--- config.mk ---
export PLATFORM = sky130hd
export DESIGN_NAME = stripe_switch
export DESIGN_NICKNAME = d
export VERILOG_FILES = /design/src/rtl/stripe_pkg.sv /design/src/rtl/stripe_split.sv /design/src/rtl/stripe_ctrl.sv /design/src/rtl/stripe_route.sv /design/src/rtl/stripe_switch.sv
export SDC_FILE = /design/constraint.sdc
export NUM_CORES = 1
export LEC_CHECK = 0
export BUFFER_PORTS_ARGS = -buffer_cell sky130_fd_sc_hd__buf_2
export CAP_MARGIN = 0
export CORE_AREA = 2 2 645 647
export DETAILED_ROUTE_END_ITERATION = 10
export DIE_AREA = 0 0 647 649
export PLACE_DENSITY = 0.36
export REMOVE_ABC_BUFFERS = 1
export SLEW_MARGIN = 20
export SYNTH_ARGS = -nofsm -noshare
export SYNTH_HDL_FRONTEND = slang
export SYNTH_SLANG_ARGS = --single-unit
export TNS_END_PERCENT = 1
--- constraint.sdc ---
create_clock -name clk_i -period 2.5 [get_ports clk_i]
set_input_delay 0.125 -clock clk_i [delete_from_list [all_inputs] [get_ports clk_i]]
set_output_delay 0.125 -clock clk_i [all_outputs]
set_load 0.01 [all_outputs]
--- src/rtl/stripe_pkg.sv ---
package stripe_pkg;
  localparam int unsigned NCH = 2;
  localparam logic CMD_WR = 1'b0;
  localparam logic CMD_RD = 1'b1;

  typedef enum logic [2:0] {
    ST_IDLE,
    ST_WAIT_DATA,
    ST_XFER,
    ST_WAIT_FIFO,
    ST_WAIT_END
  } sw_state_e;
endpackage

--- src/rtl/stripe_split.sv ---
module stripe_split
  import stripe_pkg::*;
#(
  parameter int unsigned ADDR_W = 48,
  parameter int unsigned LEN_W  = 48
) (
  input  logic                  clk_i,
  input  logic                  rst_ni,
  input  logic                  accept_i,
  input  logic [ADDR_W-1:0]     addr_i,
  input  logic [LEN_W-1:0]      len_i,
  output logic [NCH*ADDR_W-1:0] ch_addr_o,
  output logic [NCH*LEN_W-1:0]  ch_len_o
);
  for (genvar c = 0; c < NCH; c++) begin : g_ch
    logic              lead;
    logic [ADDR_W:0]   addr_ext;
    logic [LEN_W:0]    len_ext;

    // lead: this channel owns the first stripe
    assign lead     = (addr_i[0] == 1'(c));
    assign addr_ext = ({1'b0, addr_i} + (ADDR_W+1)'(!lead)) >> 1;
    assign len_ext  = ({1'b0, len_i} + (LEN_W+1)'(lead)) >> 1;

    always_ff @(posedge clk_i or negedge rst_ni) begin
      if (!rst_ni) begin
        ch_addr_o[c*ADDR_W +: ADDR_W] <= '0;
        ch_len_o[c*LEN_W +: LEN_W]    <= '0;
      end else if (accept_i) begin
        ch_addr_o[c*ADDR_W +: ADDR_W] <= addr_ext[ADDR_W-1:0];
        ch_len_o[c*LEN_W +: LEN_W]    <= len_ext[LEN_W-1:0];
      end
    end
  end
endmodule

--- src/rtl/stripe_ctrl.sv ---
module stripe_ctrl
  import stripe_pkg::*;
#(
  parameter int unsigned LEN_W        = 48,
  parameter int unsigned CNT_W        = 16,
  parameter int unsigned STRIPE_BEATS = 16,
  parameter int unsigned FIFO_DEPTH   = 512,
  parameter int unsigned SETTLE_CYC   = 3
) (
  input  logic               clk_i,
  input  logic               rst_ni,
  input  logic               req_i,
  input  logic               cmd_i,
  input  logic               addr_lsb_i,
  input  logic [LEN_W-1:0]   len_i,
  input  logic [CNT_W-1:0]   usr_src_cnt_i,
  input  logic [CNT_W-1:0]   usr_snk_cnt_i,
  input  logic [NCH*CNT_W-1:0] tx_cnt_i,
  input  logic [NCH*CNT_W-1:0] rx_cnt_i,
  input  logic [NCH-1:0]     ch_busy_i,
  output logic               busy_o,
  output logic               accept_o,
  output logic               cmd_o,
  output logic               xfer_o,
  output logic               chsel_o
);
  localparam int unsigned BEAT_W  = $clog2(STRIPE_BEATS);
  localparam int unsigned WAIT_W  = $clog2(SETTLE_CYC + 1);
  localparam int unsigned ROOM_MAX = FIFO_DEPTH - 2 * STRIPE_BEATS;

  sw_state_e          state_q;
  logic               cmd_q;
  logic [LEN_W-1:0]   rem_q;
  logic               chsel_q;
  logic [BEAT_W-1:0]  beat_q;
  logic [WAIT_W-1:0]  wait_q;
  logic [CNT_W-1:0]   ch_cnt_q;
  logic               nxt_ch;
  logic               cmd_eff;
  logic               start_ok;
  logic               last_beat;

  // channel whose count the next stripe check will see
  always_comb begin
    if (state_q == ST_IDLE)      nxt_ch = addr_lsb_i;
    else if (state_q == ST_XFER) nxt_ch = ~chsel_q;
    else                         nxt_ch = chsel_q;
  end
  assign cmd_eff = (state_q == ST_IDLE) ? cmd_i : cmd_q;

  always_ff @(posedge clk_i or negedge rst_ni) begin
    if (!rst_ni) ch_cnt_q <= '0;
    else if (cmd_eff == CMD_RD) ch_cnt_q <= rx_cnt_i[nxt_ch*CNT_W +: CNT_W];
    else                        ch_cnt_q <= tx_cnt_i[nxt_ch*CNT_W +: CNT_W];
  end

  assign start_ok = (cmd_q == CMD_WR)
      ? (usr_src_cnt_i >= CNT_W'(STRIPE_BEATS) && ch_cnt_q <= CNT_W'(ROOM_MAX))
      : (ch_cnt_q >= CNT_W'(STRIPE_BEATS) && usr_snk_cnt_i <= CNT_W'(ROOM_MAX));
  assign last_beat = (beat_q == BEAT_W'(STRIPE_BEATS - 1));
  assign accept_o  = (state_q == ST_IDLE) && req_i;

  always_ff @(posedge clk_i or negedge rst_ni) begin
    if (!rst_ni) begin
      state_q <= ST_IDLE;
      cmd_q   <= CMD_WR;
      rem_q   <= '0;
      chsel_q <= 1'b0;
      beat_q  <= '0;
      wait_q  <= '0;
    end else begin
      unique case (state_q)
        ST_IDLE: if (req_i) begin
          cmd_q   <= cmd_i;
          rem_q   <= len_i;
          chsel_q <= addr_lsb_i;
          state_q <= ST_WAIT_DATA;
        end
        ST_WAIT_DATA: begin
          if (rem_q == '0) begin
            state_q <= (cmd_q == CMD_RD) ? ST_WAIT_END : ST_IDLE;
          end else if (start_ok) begin
            beat_q  <= '0;
            state_q <= ST_XFER;
          end
        end
        ST_XFER: begin
          beat_q <= beat_q + 1'b1;
          if (last_beat) begin
            chsel_q <= ~chsel_q;
            rem_q   <= rem_q - 1'b1;
            wait_q  <= '0;
            if (cmd_q == CMD_RD || usr_src_cnt_i >= CNT_W'(2 * STRIPE_BEATS))
              state_q <= ST_WAIT_DATA;
            else
              state_q <= ST_WAIT_FIFO;
          end
        end
        ST_WAIT_FIFO: begin
          wait_q <= wait_q + 1'b1;
          if (wait_q == WAIT_W'(SETTLE_CYC - 1)) state_q <= ST_WAIT_DATA;
        end
        ST_WAIT_END: if (ch_busy_i == '0) state_q <= ST_IDLE;
        default: state_q <= ST_IDLE;
      endcase
    end
  end

  assign busy_o  = (state_q != ST_IDLE);
  assign cmd_o   = cmd_q;
  assign xfer_o  = (state_q == ST_XFER);
  assign chsel_o = chsel_q;


  busy_needs_req_chk: assert property (@(posedge clk_i) disable iff (!rst_ni)
    $rose(busy_o) |-> $past(req_i));

  stripe_len_chk: assert property (@(posedge clk_i) disable iff (!rst_ni)
    $fell(xfer_o) |-> $past(beat_q) == BEAT_W'(STRIPE_BEATS - 1));

  ch_alternate_chk: assert property (@(posedge clk_i) disable iff (!rst_ni)
    $fell(xfer_o) |-> chsel_q != $past(chsel_q));

  end_hold_chk: assert property (@(posedge clk_i) disable iff (!rst_ni)
    (state_q == ST_WAIT_END && ch_busy_i != '0) |=> busy_o);

  no_underrun_chk: assert property (@(posedge clk_i) disable iff (!rst_ni)
    xfer_o |-> rem_q != '0);
endmodule

--- src/rtl/stripe_route.sv ---
module stripe_route
  import stripe_pkg::*;
#(
  parameter int unsigned DATA_W = 256
) (
  input  logic                  clk_i,
  input  logic                  rst_ni,
  input  logic                  xfer_i,
  input  logic                  cmd_i,
  input  logic                  chsel_i,
  output logic                  usr_rd_en_o,
  input  logic [DATA_W-1:0]     usr_rd_data_i,
  output logic [NCH-1:0]        tx_wr_en_o,
  output logic [DATA_W-1:0]     tx_wr_data_o,
  output logic [NCH-1:0]        rx_rd_en_o,
  input  logic [NCH*DATA_W-1:0] rx_rd_data_i,
  output logic                  usr_wr_en_o,
  output logic [DATA_W-1:0]     usr_wr_data_o
);
  logic en_d1;
  logic sel_d1;

  assign usr_rd_en_o = xfer_i && (cmd_i == CMD_WR);
  for (genvar c = 0; c < NCH; c++) begin : g_rx_en
    assign rx_rd_en_o[c] = xfer_i && (cmd_i == CMD_RD) && (chsel_i == 1'(c));
  end

  // stage 1: enable/select follow the FIFO read latency; stage 2: registered outputs
  always_ff @(posedge clk_i or negedge rst_ni) begin
    if (!rst_ni) begin
      en_d1         <= 1'b0;
      sel_d1        <= 1'b0;
      tx_wr_en_o    <= '0;
      tx_wr_data_o  <= '0;
      usr_wr_en_o   <= 1'b0;
      usr_wr_data_o <= '0;
    end else begin
      en_d1       <= xfer_i;
      sel_d1      <= chsel_i;
      tx_wr_en_o  <= (en_d1 && cmd_i == CMD_WR) ? (NCH'(1) << sel_d1) : '0;
      usr_wr_en_o <= en_d1 && (cmd_i == CMD_RD);
      if (en_d1 && cmd_i == CMD_WR) tx_wr_data_o <= usr_rd_data_i;
      if (en_d1 && cmd_i == CMD_RD) usr_wr_data_o <= rx_rd_data_i[sel_d1*DATA_W +: DATA_W];
    end
  end


  tx_onehot_chk: assert property (@(posedge clk_i) disable iff (!rst_ni)
    $onehot0(tx_wr_en_o));

  rx_onehot_chk: assert property (@(posedge clk_i) disable iff (!rst_ni)
    $onehot0(rx_rd_en_o));

  tx_latency_chk: assert property (@(posedge clk_i) disable iff (!rst_ni)
    (tx_wr_en_o != '0) |-> $past(usr_rd_en_o, 2));

  rx_latency_chk: assert property (@(posedge clk_i) disable iff (!rst_ni)
    usr_wr_en_o |-> $past(rx_rd_en_o != '0, 2));
endmodule

--- src/rtl/stripe_switch.sv ---
module stripe_switch
  import stripe_pkg::*;
#(
  parameter int unsigned DATA_W       = 256,
  parameter int unsigned ADDR_W       = 48,
  parameter int unsigned LEN_W        = 48,
  parameter int unsigned CNT_W        = 16,
  parameter int unsigned STRIPE_BEATS = 16,
  parameter int unsigned FIFO_DEPTH   = 512,
  parameter int unsigned SETTLE_CYC   = 3
) (
  input  logic                   clk_i,
  input  logic                   rst_ni,
  input  logic                   req_i,
  input  logic                   cmd_i,
  input  logic [ADDR_W-1:0]      addr_i,
  input  logic [LEN_W-1:0]       len_i,
  output logic                   busy_o,
  input  logic [CNT_W-1:0]       usr_rd_cnt_i,
  output logic                   usr_rd_en_o,
  input  logic [DATA_W-1:0]      usr_rd_data_i,
  input  logic [CNT_W-1:0]       usr_wr_cnt_i,
  output logic                   usr_wr_en_o,
  output logic [DATA_W-1:0]      usr_wr_data_o,
  input  logic [2*CNT_W-1:0]     tx_wr_cnt_i,
  output logic [1:0]             tx_wr_en_o,
  output logic [DATA_W-1:0]      tx_wr_data_o,
  input  logic [2*CNT_W-1:0]     rx_rd_cnt_i,
  output logic [1:0]             rx_rd_en_o,
  input  logic [2*DATA_W-1:0]    rx_rd_data_i,
  input  logic [1:0]             ch_busy_i,
  output logic [2*ADDR_W-1:0]    ch_addr_o,
  output logic [2*LEN_W-1:0]     ch_len_o
);
  logic accept;
  logic cmd_q;
  logic xfer;
  logic chsel;

  stripe_ctrl #(
    .LEN_W(LEN_W), .CNT_W(CNT_W), .STRIPE_BEATS(STRIPE_BEATS),
    .FIFO_DEPTH(FIFO_DEPTH), .SETTLE_CYC(SETTLE_CYC)
  ) u_ctrl (
    .clk_i, .rst_ni, .req_i, .cmd_i,
    .addr_lsb_i   (addr_i[0]),
    .len_i,
    .usr_src_cnt_i(usr_rd_cnt_i),
    .usr_snk_cnt_i(usr_wr_cnt_i),
    .tx_cnt_i     (tx_wr_cnt_i),
    .rx_cnt_i     (rx_rd_cnt_i),
    .ch_busy_i,
    .busy_o,
    .accept_o     (accept),
    .cmd_o        (cmd_q),
    .xfer_o       (xfer),
    .chsel_o      (chsel)
  );

  stripe_route #(.DATA_W(DATA_W)) u_route (
    .clk_i, .rst_ni,
    .xfer_i   (xfer),
    .cmd_i    (cmd_q),
    .chsel_i  (chsel),
    .usr_rd_en_o, .usr_rd_data_i,
    .tx_wr_en_o, .tx_wr_data_o,
    .rx_rd_en_o, .rx_rd_data_i,
    .usr_wr_en_o, .usr_wr_data_o
  );

  stripe_split #(.ADDR_W(ADDR_W), .LEN_W(LEN_W)) u_split (
    .clk_i, .rst_ni,
    .accept_i (accept),
    .addr_i, .len_i,
    .ch_addr_o, .ch_len_o
  );
endmodule

==> impl_metrics.json, run 1 <==
{
  "status": "finished with violations",
  "violations": "setup timing",
  "wirelength_um": 280900,
  "cts_max_path_buffers": 4,
  "whs_ns": 0.07512,
  "arrival_ns": 3.46,
  "maxSlewViolCount": 0,
  "drc": 0,
  "hold_end": "u_ctrl.state_q[0]$_DFFE_PN0P_",
  "p_leak_nw": 28.78,
  "startpoint": "u_ctrl.rem_q[25]$_DFFE_PN0P_",
  "grt_max_degree": 89,
  "io_buffers": 1671,
  "fin_area_um2": 66820,
  "seq_area_frac_synth_pct": 55.40,
  "drive_gt1_share_pct": 37.88,
  "ys.flop_type": "dfrtp_1",
  "ys_ff_latch": 783,
  "via_count": 38390,
  "grt_pass1_vias": 40450,
  "grt_usage_pct": 12.83,
  "critical_path_class": "reg -> reg",
  "core_area_um2": 412500,
  "path_max_fanout": 5,
  "numCtsBuffers": 110,
  "placed_area_um2": 52080,
  "yosysMostFrequentCell": "dfrtp_1",
  "worstHoldStart": "usr_wr_cnt_i[9]",
  "setup_tns_ns": -0.6592,
  "hold_depth": 8,
  "clock_latency_ns": 0.87,
  "setup_viol": 11,
  "clock-root-buffer": "clkbuf_16",
  "fmaxAchievable_ghz": 0.3787,
  "hold_class": "in -> reg",
  "endpoint_kind": "flip-flop",
  "die_area_um2": 419900,
  "die_w_um": 647,
  "antenna_found_initial": 71,
  "fillCellCount": 46460,
  "gp_congestion": 0.9444,
  "synthTopCellsByCount": "dfrtp_1, nand2_1, nor2_1",
  "yosysTopAreaCell": "dfrtp_1",
  "cts_tree": "yes",
  "h-tree-depth": 3,
  "finalPower_mw": 72.59,
  "maxSlewHeadroom_pct": 45.19,
  "start_util_pct": 8.574,
  "grt_pass1_wl_um": 366900,
  "finalClockSkew_ns": 0.1095,
  "period_needed_ns": 2.641,
  "worst_ep_required_time_ns": 3.31,
  "synth_edf_count": 0,
  "critical_path.startpoint_type": "flip-flop",
  "nNetsFinal": 7229,
  "drv_cap": 0,
  "drt-vias-per-instance": 3.246,
  "postSynth.asyncResetShare_pct": 100.0,
  "ant_nets": 0,
  "synth.cell_area_um2": 35370,
  "r2r_end": "u_ctrl.rem_q[38]$_DFFE_PN0P_",
  "area_delta_synth_final_pct": 88.93,
  "tightest_slew_ns": 0.8221,
  "synth_cells": 3374,
  "syn_area_per_cell_um2": 10.48,
  "rsz0062_at_grt": "true",
  "clock_sinks": 783,
  "hold_viol": 0,
  "finalCritPeriodShare_pct": 105.6,
  "setup_slack_ns": -0.1408,
  "synth_warnings": 0,
  "reg2reg_depth": 6,
  "pin_count": 1677,
  "gr-total-overflow": 0,
  "first_pass_iters": 6,
  "fp.dieH_um": 649,
  "synth.distinct_cells": 61,
  "hpwlAfterDp_um": 235000,
  "power_density_nw_per_um2": 1086,
  "synth_top_area_share_pct": 55.40,
  "regToRegSetupSlack_ns": -0.14,
  "max-vdd-ir-drop_mv": 0.5221,
  "row_count": 236,
  "clkTransAtPathRegs_ns": 0.06,
  "rr_startpoint": "u_ctrl.rem_q[25]$_DFFE_PN0P_",
  "wire_per_inst_um": 23.75,
  "initialDrtViolationCount": 2409,
  "synth_area_leaders": "dfrtp_1, mux2_2, mux2i_1"
}
-- state kept, by name (all words and copies together) (netlist names) --
name and count:
u_ctrl.cmd_o 1, u_route.sel_d1 1, u_route.tx_wr_data_o 256, u_ctrl.chsel_o 1, u_split.ch_len_o 96, u_ctrl.wait_q 2, u_route.usr_wr_data_o 256, u_split.ch_addr_o 95
u_route.usr_wr_en_o 1, u_ctrl.rem_q 48, u_ctrl.ch_cnt_q 16, u_ctrl.beat_q 4, u_route.en_d1 1, u_ctrl.state_q 3, u_route.tx_wr_en_o 2
-- stage by stage --
step,worst slack [ns],util [%],instances
floorplan,-10.61,-,3144
global placement,-0.2924,12.62,10530
detailed placement,-0.2472,12.62,10530
CTS,-0.1591,16.17,11810
global route,-0.1892,16.19,11820
finish,-0.1408,16.20,11830
-- metal layers --
layer | vias up | wire, um | track usage (%) | share of wire [%]
met5 | - | 95 | 0 | 0.034
met3 | 411 | 23700 | 4.441 | 8.4
met1 | 19050 | 105500 | 13.91 | 38
met2 | 1403 | 136500 | 22.43 | 49
li1 | 17510 | - | - | -
met4 | 14 | 15070 | 5.662 | 5.4
-- layout make-up --
cell class | instances | area, um^2 | share of cell area, %
clock inverters | 44 | 551.8 | 0.8257
repair buffers | 3000 | 21600 | 32.32
well taps | 5474 | 6849 | 10.25
clock buffers | 148 | 3146 | 4.707
inverters | 16 | 62.56 | 0.09362
multi-input cells | 2345 | 14980 | 22.42
flip-flops and latches | 783 | 19600 | 29.33
diodes | 16 | 40.04 | 0.05992
-- worst max-delay path by stage --
| stage | to | slack (ns) | cells after the start |
|---|---|---|---|
| floorplan | u_route.tx_wr_data_o[0]$_DFFE_PN0P_ | -10.61 | 2 |
| global placement | u_ctrl.rem_q[38]$_DFFE_PN0P_ | -0.29 | 6 |
| detailed placement | u_ctrl.rem_q[36]$_DFFE_PN0P_ | -0.25 | 6 |
| CTS | u_ctrl.rem_q[38]$_DFFE_PN0P_ | -0.16 | 6 |
| global route | u_ctrl.rem_q[38]$_DFFE_PN0P_ | -0.19 | 6 |
| finish | u_ctrl.rem_q[38]$_DFFE_PN0P_ | -0.14 | 6 |
-- worst max-delay path, stage by stage (launching register included) --
cell and delay [ns]:
dfrtp_1 0.38, or4_4 0.55, or4_4 0.50, or4_4 0.48
or4_1 0.41, a21o_1 0.20, nand3_2 0.06
-- power breakdown --
group | total, mW | switching, mW | internal [mW]
Sequential | 22.6 | 3.88 | 18.7
Clock | 16.4 | 6.68 | 9.73
Combinational | 33.6 | 20.5 | 13.2
Total | 72.6 | 31.0 | 41.6
-- cells by family after synthesis --
group | count (synthesis) | synth area share [%]
flops | 783 | 55.40
simple gates | 1097 | 13.70
xor+xnor | 141 | 3.491
other cells | 1 | 0.01060
buf+inv | 246 | 2.625
fa+ha+maj | 7 | 0.2476
compound gates | 577 | 8.847
mux | 522 | 15.68
-- cell usage in the layout (no fill, tap or decap), drive strengths merged, types with 48 or more instances in the layout --
| master | n |
|---|---|
| xnor2 | 79 |
| xor2 | 62 |
| mux2 | 257 |
| nor3 | 48 |
| dlygate4sd3 | 1080 |
| nand2 | 421 |
| a21oi | 294 |
| mux2i | 265 |
| clkbuf | 148 |
| buf | 1919 |
| nor2 | 368 |
| nand3 | 65 |
| dfrtp | 783 |
| o21ai | 189 |
-- what timing repair did --
item | 4_1_cts | 5_1_grt
setup endpoints to repair | 28 | 33
endpoints found under the hold margin | 1501 | 0
resized for setup | 25 | 19
hold buffers | 1082 | 0
pin swaps | 4 | 9
buffers inserted | 2 | 1
Power figures use the tool's default switching activity.
==> run 2, diff against run 1 <==
--- a/config.mk
+++ b/config.mk
@@ -5,12 +5,13 @@
 export SDC_FILE = /design/constraint.sdc
 export NUM_CORES = 1
 export LEC_CHECK = 0
-export BUFFER_PORTS_ARGS = -buffer_cell sky130_fd_sc_hd__buf_2
 export CAP_MARGIN = 0
 export CORE_AREA = 2 2 645 647
+export CTS_BUF_LIST = sky130_fd_sc_hd__clkbuf_2 sky130_fd_sc_hd__clkbuf_4 sky130_fd_sc_hd__clkbuf_8
 export DETAILED_ROUTE_END_ITERATION = 10
 export DIE_AREA = 0 0 647 649
-export PLACE_DENSITY = 0.36
+export DONT_BUFFER_PORTS = 1
+export PLACE_DENSITY = 0.32
 export REMOVE_ABC_BUFFERS = 1
 export SLEW_MARGIN = 20
 export SYNTH_ARGS = -nofsm -noshare
==> constraint.sdc (replaced) <==
create_clock -name clk_i -period 2.5 [get_ports clk_i]
set_input_delay 0.125 -clock clk_i [delete_from_list [all_inputs] [get_ports clk_i]]
set_output_delay 0.125 -clock clk_i [all_outputs]
set_load 0.02 [all_outputs]
==> run 2 against run 1 <==
Against the previous run:
- the run ends with hold timing, setup timing left
- largest cell class unchanged
- non-clock buffer count shrank 1017
- worst hold slack lost 0.65 ns
- register-to-register slack is essentially flat
- wire length shrank 4.1%
- critical path depth shrank 2
- sequential power grew 47%
- fmax grew 0.19%
- critical endpoint is now u_route.usr_wr_data_o[68]$_DFFE_PN0P_
- combinational power shrank 32%
==> impl_metrics.json, run 2 (synthesis results as in run 1) <==
{
  "endpoint_kind": "flip-flop",
  "whs_ns": -0.5735,
  "critical_path_class": "reg -> reg",
  "max-vdd-ir-drop_mv": 0.9415,
  "die_area_um2": 419900,
  "fp.dieH_um": 649,
  "r2r_end": "u_route.usr_wr_data_o[68]$_DFFE_PN0P_",
  "arrival_ns": 3.42,
  "maxSlewHeadroom_pct": 11.06,
  "clock_latency_ns": 0.99,
  "setup_viol": 40,
  "numCtsBuffers": 166,
  "cts_tree": "yes",
  "period_needed_ns": 2.636,
  "dp_slack_ns": -0.2694,
  "regToRegSetupSlack_ns": -0.14,
  "h-tree-depth": 4,
  "via_count": 35900,
  "critical_path.startpoint_type": "flip-flop",
  "grt_pass1_wl_um": 350800,
  "drt-vias-per-instance": 3.280,
  "initialDrtViolationCount": 2565,
  "nNetsFinal": 6268,
  "wire_per_inst_um": 24.61,
  "worst_ep_required_time_ns": 3.28,
  "p_leak_nw": 25.02,
  "core_area_um2": 412500,
  "pin_count": 1677,
  "slowest_delay_ns": 0.63,
  "tightest_slew_ns": 1.334,
  "io_buffers": 0,
  "path_max_fanout": 116,
  "setup_slack_ns": -0.1359,
  "grt_pass1_vias": 38370,
  "fin_area_um2": 65030,
  "grt_max_degree": 191,
  "gp_congestion": 0.9306,
  "drive_gt1_share_pct": 14.87,
  "die_w_um": 647,
  "gr-total-overflow": 0,
  "rsz0062_at_grt": "true",
  "slowest_stage": "dlygate4sd3_1",
  "finalClockSkew_ns": 0.1075,
  "finalPower_mw": 71.38,
  "reg2reg_depth": 4,
  "setup_tns_ns": -1.839,
  "area_delta_synth_final_pct": 83.87,
  "status": "finished with violations",
  "grt_usage_pct": 12.25,
  "power_density_nw_per_um2": 1098,
  "hold_class": "in -> async",
  "start_util_pct": 8.574,
  "clock-root-buffer": "clkbuf_8",
  "ant_nets": 0,
  "drc": 0,
  "hold_viol": 114,
  "maxSlewViolCount": 0,
  "antenna_found_initial": 96,
  "reg_top3": "u_route.tx_wr_data_o x256, u_route.usr_wr_data_o x256, u_split.ch_len_o x96",
  "rr_startpoint": "u_route.sel_d1$_DFF_PN0_",
  "violations": "hold timing, setup timing",
  "clkTransAtPathRegs_ns": 0.07,
  "drv_cap": 0,
  "final_common_cell": "dlygate4sd3_1",
  "first_pass_iters": 5,
  "wirelength_um": 269300,
  "placed_area_um2": 43350,
  "row_count": 236,
  "final_cell_mix": "dlygate4sd3_1, dfrtp_1, nand2_1",
  "hpwlAfterDp_um": 208000,
  "clock_sinks": 783,
  "cts_max_path_buffers": 4,
  "fmaxAchievable_ghz": 0.3794,
  "path_cells": "buf_16 -> mux2i_1 -> dlygate4sd3_1 -> a21oi_1",
  "finalCritPeriodShare_pct": 105.4
}
run 2: cell types whose count changed in the layout (fill, tap and decap cells not counted), moves of 12 or more:
cell and delta:
buf_12 -19, buf_2 -1666, buf_4 -27, clkbuf_1 -13
clkbuf_16 -109, clkbuf_4 +56, clkbuf_8 +170, diode_2 +41
dlygate4sd3_1 +671, dlymetal6s4s_1 +12
run 2: metrics by stage:
step / cells / utilization (%)
floorplan: 3144 / -
detailed placement: 8830 / 10.51
global placement: 8830 / 10.51
global route: 10940 / 15.76
CTS: 10880 / 15.67
finish: 10950 / 15.77
run 2: worst max path at each step:
stage | startpoint | to | slack (ns)
2_1_floorplan | u_ctrl.cmd_o$_DFFE_PN0P_ | u_route.tx_wr_data_o[0]$_DFFE_PN0P_ | -10.61
3_3_place_gp | u_ctrl.rem_q[23]$_DFFE_PN0P_ | u_ctrl.rem_q[36]$_DFFE_PN0P_ | -0.32
3_5_place_dp | u_ctrl.rem_q[23]$_DFFE_PN0P_ | u_ctrl.rem_q[36]$_DFFE_PN0P_ | -0.27
4_1_cts | u_ctrl.rem_q[25]$_DFFE_PN0P_ | u_ctrl.rem_q[38]$_DFFE_PN0P_ | -0.11
5_1_grt | u_ctrl.rem_q[23]$_DFFE_PN0P_ | u_ctrl.rem_q[44]$_DFFE_PN0P_ | -0.18
6_report | u_route.sel_d1$_DFF_PN0_ | u_route.usr_wr_data_o[68]$_DFFE_PN0P_ | -0.14
run 2: layout make-up:
| type | count | area [um^2] |
|---|---|---|
| fill | 45780 | 347500 |
| timing repair buffer | 1983 | 19850 |
| sequential | 783 | 19600 |
| multi-input combinational | 2345 | 15000 |
| tap | 5474 | 6849 |
| clock buffer | 251 | 3104 |
| clock inverter | 36 | 424.2 |
| antenna | 57 | 142.6 |
| inverter | 16 | 67.56 |
run 2: repair_timing:
item | 4_1_cts | 5_1_grt
endpoints found under the setup margin | 29 | 225
pin swaps | 12 | 2
hold buffers | 1759 | 7
endpoints found under the hold margin | 1198 | 179
setup buffers | 3 | 0
gates resized for setup | 29 | 26
run 2: critical path, delay by kind of cell (launching register included):
| kind | cells | cell delay [ns] |
|---|---|---|
| mux | 1 | 0.51 |
| compound gates | 1 | 0.07 |
| flops | 1 | 0.55 |
| buf+inv | 2 | 0.83 |
run 2: report_power, final:
part | switching, mW | internal, mW | total, mW
registers | 14.7 | 18.6 | 33.2
clock network | 6.63 | 8.67 | 15.3
logic | 12.3 | 10.5 | 22.8
total | 33.6 | 37.8 | 71.4
run 2: metal layers:
metal	vias to the layer above	GRT usage (%)	routed length (um)
met5	-	0.03432	353
met4	54	6.829	16920
met3	664	6.035	30600
met2	1765	20.83	129000
met1	17790	12.12	92410
li1	15630	-	-
